`src/rtl/delay_line_pkg.sv`:
```
package delay_line_pkg;

  // Address width for a circular pointer over `depth` entries (at least 1).
  function automatic int unsigned addr_bits(input int unsigned depth);
    return (depth <= 2) ? 1 : $clog2(depth);
  endfunction

  // Width of a counter that must reach `limit` inclusive.
  function automatic int unsigned count_bits(input int unsigned limit);
    return (limit <= 1) ? 1 : $clog2(limit + 1);
  endfunction

endpackage

```
`src/rtl/dl_ptr_ctr.sv`:
```
// Circular address counter: steps by one on adv, wraps at DEPTH-1.
module dl_ptr_ctr #(
  parameter int unsigned DEPTH     = 64,
  parameter int unsigned AW        = 6,
  parameter int unsigned RESET_VAL = 0
) (
  input  logic          clk,
  input  logic          rst_n,
  input  logic          adv,
  output logic [AW-1:0] ptr
);

  localparam logic [AW-1:0] LAST  = AW'(DEPTH - 1);
  localparam logic [AW-1:0] START = AW'(RESET_VAL);

  logic [AW-1:0] ptr_q, ptr_d;

  always_comb begin
    ptr_d = ptr_q;
    if (adv) begin
      if (ptr_q == LAST) ptr_d = '0;
      else               ptr_d = ptr_q + 1'b1;
    end
  end

  always_ff @(posedge clk or negedge rst_n) begin
    if (!rst_n) ptr_q <= START;
    else        ptr_q <= ptr_d;
  end

  assign ptr = ptr_q;

endmodule

```
`src/rtl/dl_fill_tracker.sv`:
```
// Counts enabled shifts after reset, saturating once the array holds
// written data at the read address for the next shift.
module dl_fill_tracker #(
  parameter int unsigned DEPTH = 64
) (
  input  logic clk,
  input  logic rst_n,
  input  logic adv,
  output logic primed
);

  localparam int unsigned CW = delay_line_pkg::count_bits(DEPTH - 1);
  localparam logic [CW-1:0] FULL = CW'(DEPTH - 1);

  logic [CW-1:0] cnt_q, cnt_d;

  always_comb begin
    cnt_d = cnt_q;
    if (adv && (cnt_q != FULL)) cnt_d = cnt_q + 1'b1;
  end

  always_ff @(posedge clk or negedge rst_n) begin
    if (!rst_n) cnt_q <= '0;
    else        cnt_q <= cnt_d;
  end

  assign primed = (cnt_q == FULL);

endmodule

```
`src/rtl/dl_sram_1r1w.sv`:
```
// Simple storage array: one synchronous write port, one registered read port.
module dl_sram_1r1w #(
  parameter int unsigned W     = 16,
  parameter int unsigned DEPTH = 64,
  parameter int unsigned AW    = 6
) (
  input  logic          clk,
  input  logic          we,
  input  logic [AW-1:0] waddr,
  input  logic [W-1:0]  wdata,
  input  logic          re,
  input  logic [AW-1:0] raddr,
  output logic [W-1:0]  rdata
);

  logic [W-1:0] mem [DEPTH];
  logic [W-1:0] rdata_q;

  always_ff @(posedge clk) begin
    if (we) mem[waddr] <= wdata;
  end

  always_ff @(posedge clk) begin
    if (re) rdata_q <= mem[raddr];
  end

  assign rdata = rdata_q;

endmodule

```
`src/rtl/delay_line_ram.sv`:
```
// Fixed N-stage delay line held in a storage array; pointers move, data does not.
module delay_line_ram #(
  parameter int unsigned W = 16,
  parameter int unsigned N = 64
) (
  input  logic         clk,
  input  logic         rst_n,
  input  logic         shift_en,
  input  logic [W-1:0] din,
  output logic [W-1:0] dout
);

  localparam int unsigned AW = delay_line_pkg::addr_bits(N);

  logic [AW-1:0] rd_ptr, wr_ptr;
  logic [W-1:0]  rdata;
  logic          primed;
  logic          valid_q, valid_d;

  // Read starts at the first entry, write at the last: a word written on
  // shift j is read back on shift j+N-1 and shown after that edge.
  dl_ptr_ctr #(.DEPTH(N), .AW(AW), .RESET_VAL(0)) u_rd_ptr (
    .clk(clk), .rst_n(rst_n), .adv(shift_en), .ptr(rd_ptr)
  );

  dl_ptr_ctr #(.DEPTH(N), .AW(AW), .RESET_VAL(N - 1)) u_wr_ptr (
    .clk(clk), .rst_n(rst_n), .adv(shift_en), .ptr(wr_ptr)
  );

  dl_fill_tracker #(.DEPTH(N)) u_fill (
    .clk(clk), .rst_n(rst_n), .adv(shift_en), .primed(primed)
  );

  dl_sram_1r1w #(.W(W), .DEPTH(N), .AW(AW)) u_mem (
    .clk(clk), .we(shift_en), .waddr(wr_ptr), .wdata(din),
    .re(shift_en), .raddr(rd_ptr), .rdata(rdata)
  );

  // Marks whether the word held in the read register came from written data.
  always_comb begin
    valid_d = valid_q;
    if (shift_en) valid_d = primed;
  end

  always_ff @(posedge clk or negedge rst_n) begin
    if (!rst_n) valid_q <= 1'b0;
    else        valid_q <= valid_d;
  end

  assign dout = valid_q ? rdata : '0;

endmodule

```
`config.mk`:
```
export PLATFORM = sky130hd
export DESIGN_NAME = delay_line_ram
export DESIGN_NICKNAME = d
export VERILOG_FILES = /design/src/rtl/delay_line_pkg.sv /design/src/rtl/dl_ptr_ctr.sv /design/src/rtl/dl_fill_tracker.sv /design/src/rtl/dl_sram_1r1w.sv /design/src/rtl/delay_line_ram.sv
export SDC_FILE = /design/constraint.sdc
export NUM_CORES = 1
export LEC_CHECK = 0
export CAP_MARGIN = 20
export CORE_MARGIN = 4
export CORE_UTILIZATION = 30
export CTS_CLUSTER_SIZE = 24
export DETAILED_ROUTE_END_ITERATION = 7
export PLACE_DENSITY = 0.5
export SYNTH_ARGS = -nofsm -noshare
export SYNTH_HDL_FRONTEND = slang
export SYNTH_HIERARCHICAL = 1
export SYNTH_SLANG_ARGS = --single-unit
```
`constraint.sdc`:
```
create_clock -name clk -period 7.7 [get_ports clk]
set_input_delay 0.77 -clock clk [delete_from_list [all_inputs] [get_ports clk]]
set_output_delay 0.77 -clock clk [all_outputs]
set_load 0.02 [all_outputs]
```
==> impl_metrics.py <==
metrics = {
    "setup_path": {
        "required_ps": 8100,
        "cp.arrival_ps": 4190,
        "crit_fanout": 62,
        "worstSetupPathType": "flip-flop to flip-flop",
        "crit_path_end_kind": "flip-flop",
        "start_kind": "flip-flop",
    },
    "detailed_routing": {
        "routed_wl_mm": 106,
        "drcViolationCount": 0,
        "num_vias": 19800,
        "drtPass1Iterations": 5,
        "ant_nets": 0,
        "drtIter0Drc": 2215,
        "post_drt_wl_per_cell_um": 26.8,
        "viasPerCell": 5.02,
    },
    "synth": {
        "yosys_warnings": 6,
        "synthAdderAreaFrac_pct": 0.0910,
        "synthXorXnorAreaFrac_pct": 0.149,
        "synth_cells": 1925,
        "syn_nets": 1947,
        "syn_area_per_cell_um2": 21.4,
        "synth_mux_area_share_pct": 15.2,
        "syn-cell-area_um2": 41200,
        "yosysSeqAreaShare_pct": 76.9,
        "async_reset_ff_share_pct": 1.79,
        "synth-compound-area-share_pct": 2.59,
        "synth_top_family_by_area": "multiplexers",
        "synthSimpleGateAreaFrac_pct": 3.14,
        "synth-main-ff-cell": "edfxtp_1",
        "synth-edff-count": 1040,
        "ys_types": 56,
        "synth_seq_cells": 1059,
    },
    "cells_and_area": {
        "finalNonFillerCells": 3940,
        "layout_common_cells": "edfxtp_1, mux4_2, clkbuf_16, buf_4, mux2i_1",
        "design_area_um2": 47300,
        "final_common_cell": "edfxtp_1",
        "n_fill_cell": 12500,
        "utilization_pct": 34.8,
        "area_growth_pct": 14.8,
        "drive_gt1_share_pct": 26.1,
        "nets": 2091,
    },
    "placement": {
        "hpwl_mm": 60.6,
        "place_ws_ps": 3820,
        "place_inst": 3734,
        "dpl_cell_area_um2": 43800,
        "io_buffers": 34,
        "gp_congestion": 0.808,
    },
    "clock_tree": {
        "clk_path_buf_depth": 3,
        "htree_levels": 3,
        "insertion_delay_ps": 680,
        "cts-root-buf": "clkbuf_16",
        "tritoncts": "yes",
        "path_clk_slew_ps": 60,
        "hold_buffers": 0,
        "cts_setup_buffers": 0,
        "cts-resized-gates": 0,
        "cts_made_buffers": 112,
        "clock_sinks": 1059,
    },
    "sta": {
        "fin_crit_ps": 3790,
        "post-route-period-util_pct": 49.2,
        "finalHoldViolations": 0,
        "finalWorstSetupSlack_ps": 3910,
        "max_clock_freq_ghz": 0.264,
        "rsz0062_at_grt": "false",
        "tightest_slew_ps": 1200,
        "drv_slew": 0,
        "maxSlewHeadroom_pct": 19.5,
        "fin_skew_ps": 26.6,
        "finalSetupViolations": 0,
        "fin_setup_tns_ps": 0,
    },
    "pwr": {
        "p_leak_nw": 14.7,
        "power_density_nw_per_um2": 347,
        "irDropWorstVdd_mv": 0.206,
    },
    "status": {
        "outcome": "finished clean",
    },
    "hold_path": {
        "worstHoldPathType": "primary input to async pin",
    },
    "flow_run": {
        "maxCapViolCount": 0,
    },
    "floorplan": {
        "die_x_um": 379,
        "core-area_um2": 136000,
        "io_pins": 35,
        "die_y_um": 379,
        "fp.dieArea_um2": 143000,
        "rows": 135,
        "initial_core_util_pct": 30.3,
    },
    "grt": {
        "antenna_found_initial": 8,
        "grt_max_degree": 109,
        "grt_pass1_wl_mm": 151,
        "globalRouteTotalUtil_pct": 14.6,
        "grt_overflow": 0,
        "first_global_vias": 20200,
    },
}
==> area by class of cell <==
| class | instances | area, µm² | share of cell area (%) |
|---|---|---|---|
| diodes | 2 | 5.00 | 0.0106 |
| flip-flops and latches | 1059 | 31700 | 67.0 |
| clock inverters | 57 | 503 | 1.06 |
| multi-input cells | 754 | 8760 | 18.5 |
| repair buffers | 135 | 1100 | 2.32 |
| clock buffers | 145 | 2970 | 6.28 |
| inverters | 7 | 26.3 | 0.0555 |
| well taps | 1781 | 2230 | 4.71 |
==> cells in the mapped netlist (4+ instances only) <==
cell type	instances	share of area [%]
edfxtp_1	1040	76
mux4_2	220	12
mux2i_1	85	2.1
nor2_1	76	0.69
nand2_1	64	0.58
a22oi_1	39	0.71
buf_2	36	0.44
mux2_2	32	0.87
nor2b_1	30	0.46
nand3_1	27	0.33
clkbuf_1	24	0.22
a21oi_1	21	0.25
buf_6	18	0.49
a221oi_1	16	0.34
nand4_1	14	0.21
buf_4	13	0.24
dfrtp_1	13	0.79
and2_2	12	0.22
a31oi_1	9	0.14
a211o_1	8	0.17
a211oi_1	8	0.15
a311oi_1	8	0.17
o21ai_0	8	0.097
inv_1	7	0.064
a221o_1	6	0.15
a22o_1	6	0.13
and2_1	6	0.091
dfstp_2	6	0.38
a41oi_1	5	0.11
and4_1	5	0.11
buf_12	5	0.24
o21ai_1	5	0.061
xnor2_1	5	0.11
mux4_1	4	0.25
nand2b_1	4	0.061
==> worst paths after layout <==
check                                             from                           to  slack, ps  depth (start not counted)
min                                              rst_n  u_fill/cnt_q[5]$_DFFE_PN0P_        340                          1
max                        u_rd_ptr/ptr[0]$_DFFE_PN0P_     u_mem/rdata[1]$_DFFE_PP_       3910                          6
max reg2reg                u_rd_ptr/ptr[0]$_DFFE_PN0P_     u_mem/rdata[1]$_DFFE_PP_       3910                          6
min reg2reg                u_fill/cnt_q[0]$_DFFE_PN0P_  u_fill/cnt_q[0]$_DFFE_PN0P_        540                          1
max in group asynchronous                        rst_n  u_wr_ptr/ptr[2]$_DFFE_PN1P_       6880                          2
min in group clk           u_fill/cnt_q[0]$_DFFE_PN0P_  u_fill/cnt_q[0]$_DFFE_PN0P_        540                          1
==> power breakdown <==
| part | leakage (nW) | internal (W) | switching [W] | total [W] |
|---|---|---|---|---|
| clock network | 1.70 | 0.00297 | 0.00217 | 0.00514 |
| registers | 9.58 | 0.00667 | 0.000366 | 0.00703 |
| logic | 3.47 | 0.00180 | 0.00246 | 0.00427 |
==> state kept, by name (all words and copies together), names as in the netlist <==
signal / count
valid_q: 1
u_fill/cnt_q: 6
u_rd_ptr/ptr: 6
u_wr_ptr/ptr: 6
u_mem/rdata: 16
u_mem/mem: 1024
==> metal layers <==
metal  routed length, µm  global-route usage (%)  vias up
met4                2430                    3.62        2
li1                    -                       -     8314
met2               50900                    23.8      631
met1               46300                    20.5    10700
met3                5980                    2.49      135
met5                  13                       0        -
==> cell families (layout without fill, tap and decap cells) <==
group | Yosys count | after routing
xor gates and xnor gates | 7 | 7
other | 0 | 2
adders and majority gates | 3 | 3
muxes | 342 | 342
buffers and inverters | 112 | 344
AOI/OAI and AO/OA | 145 | 145
and+or+nand+nor | 257 | 257
DFF | 1059 | 1059
==> critical path, stage by stage, from the launching register on <==
cell	delay, ps
dfrtp_4	1020
buf_12	490
mux4_2	580
mux2i_1	480
a22oi_1	180
a31oi_1	490
a311oi_1	90
==> through the flow <==
stage          hold slack (ps)  total power (W)
4_1_cts                    539           0.0166
5_1_grt                    305           0.0171
3_3_place_gp               520           0.0115
2_1_floorplan              474           0.0100
6_report                   341           0.0164
3_5_place_dp               527           0.0115
(Power assumes the default switching activity.)
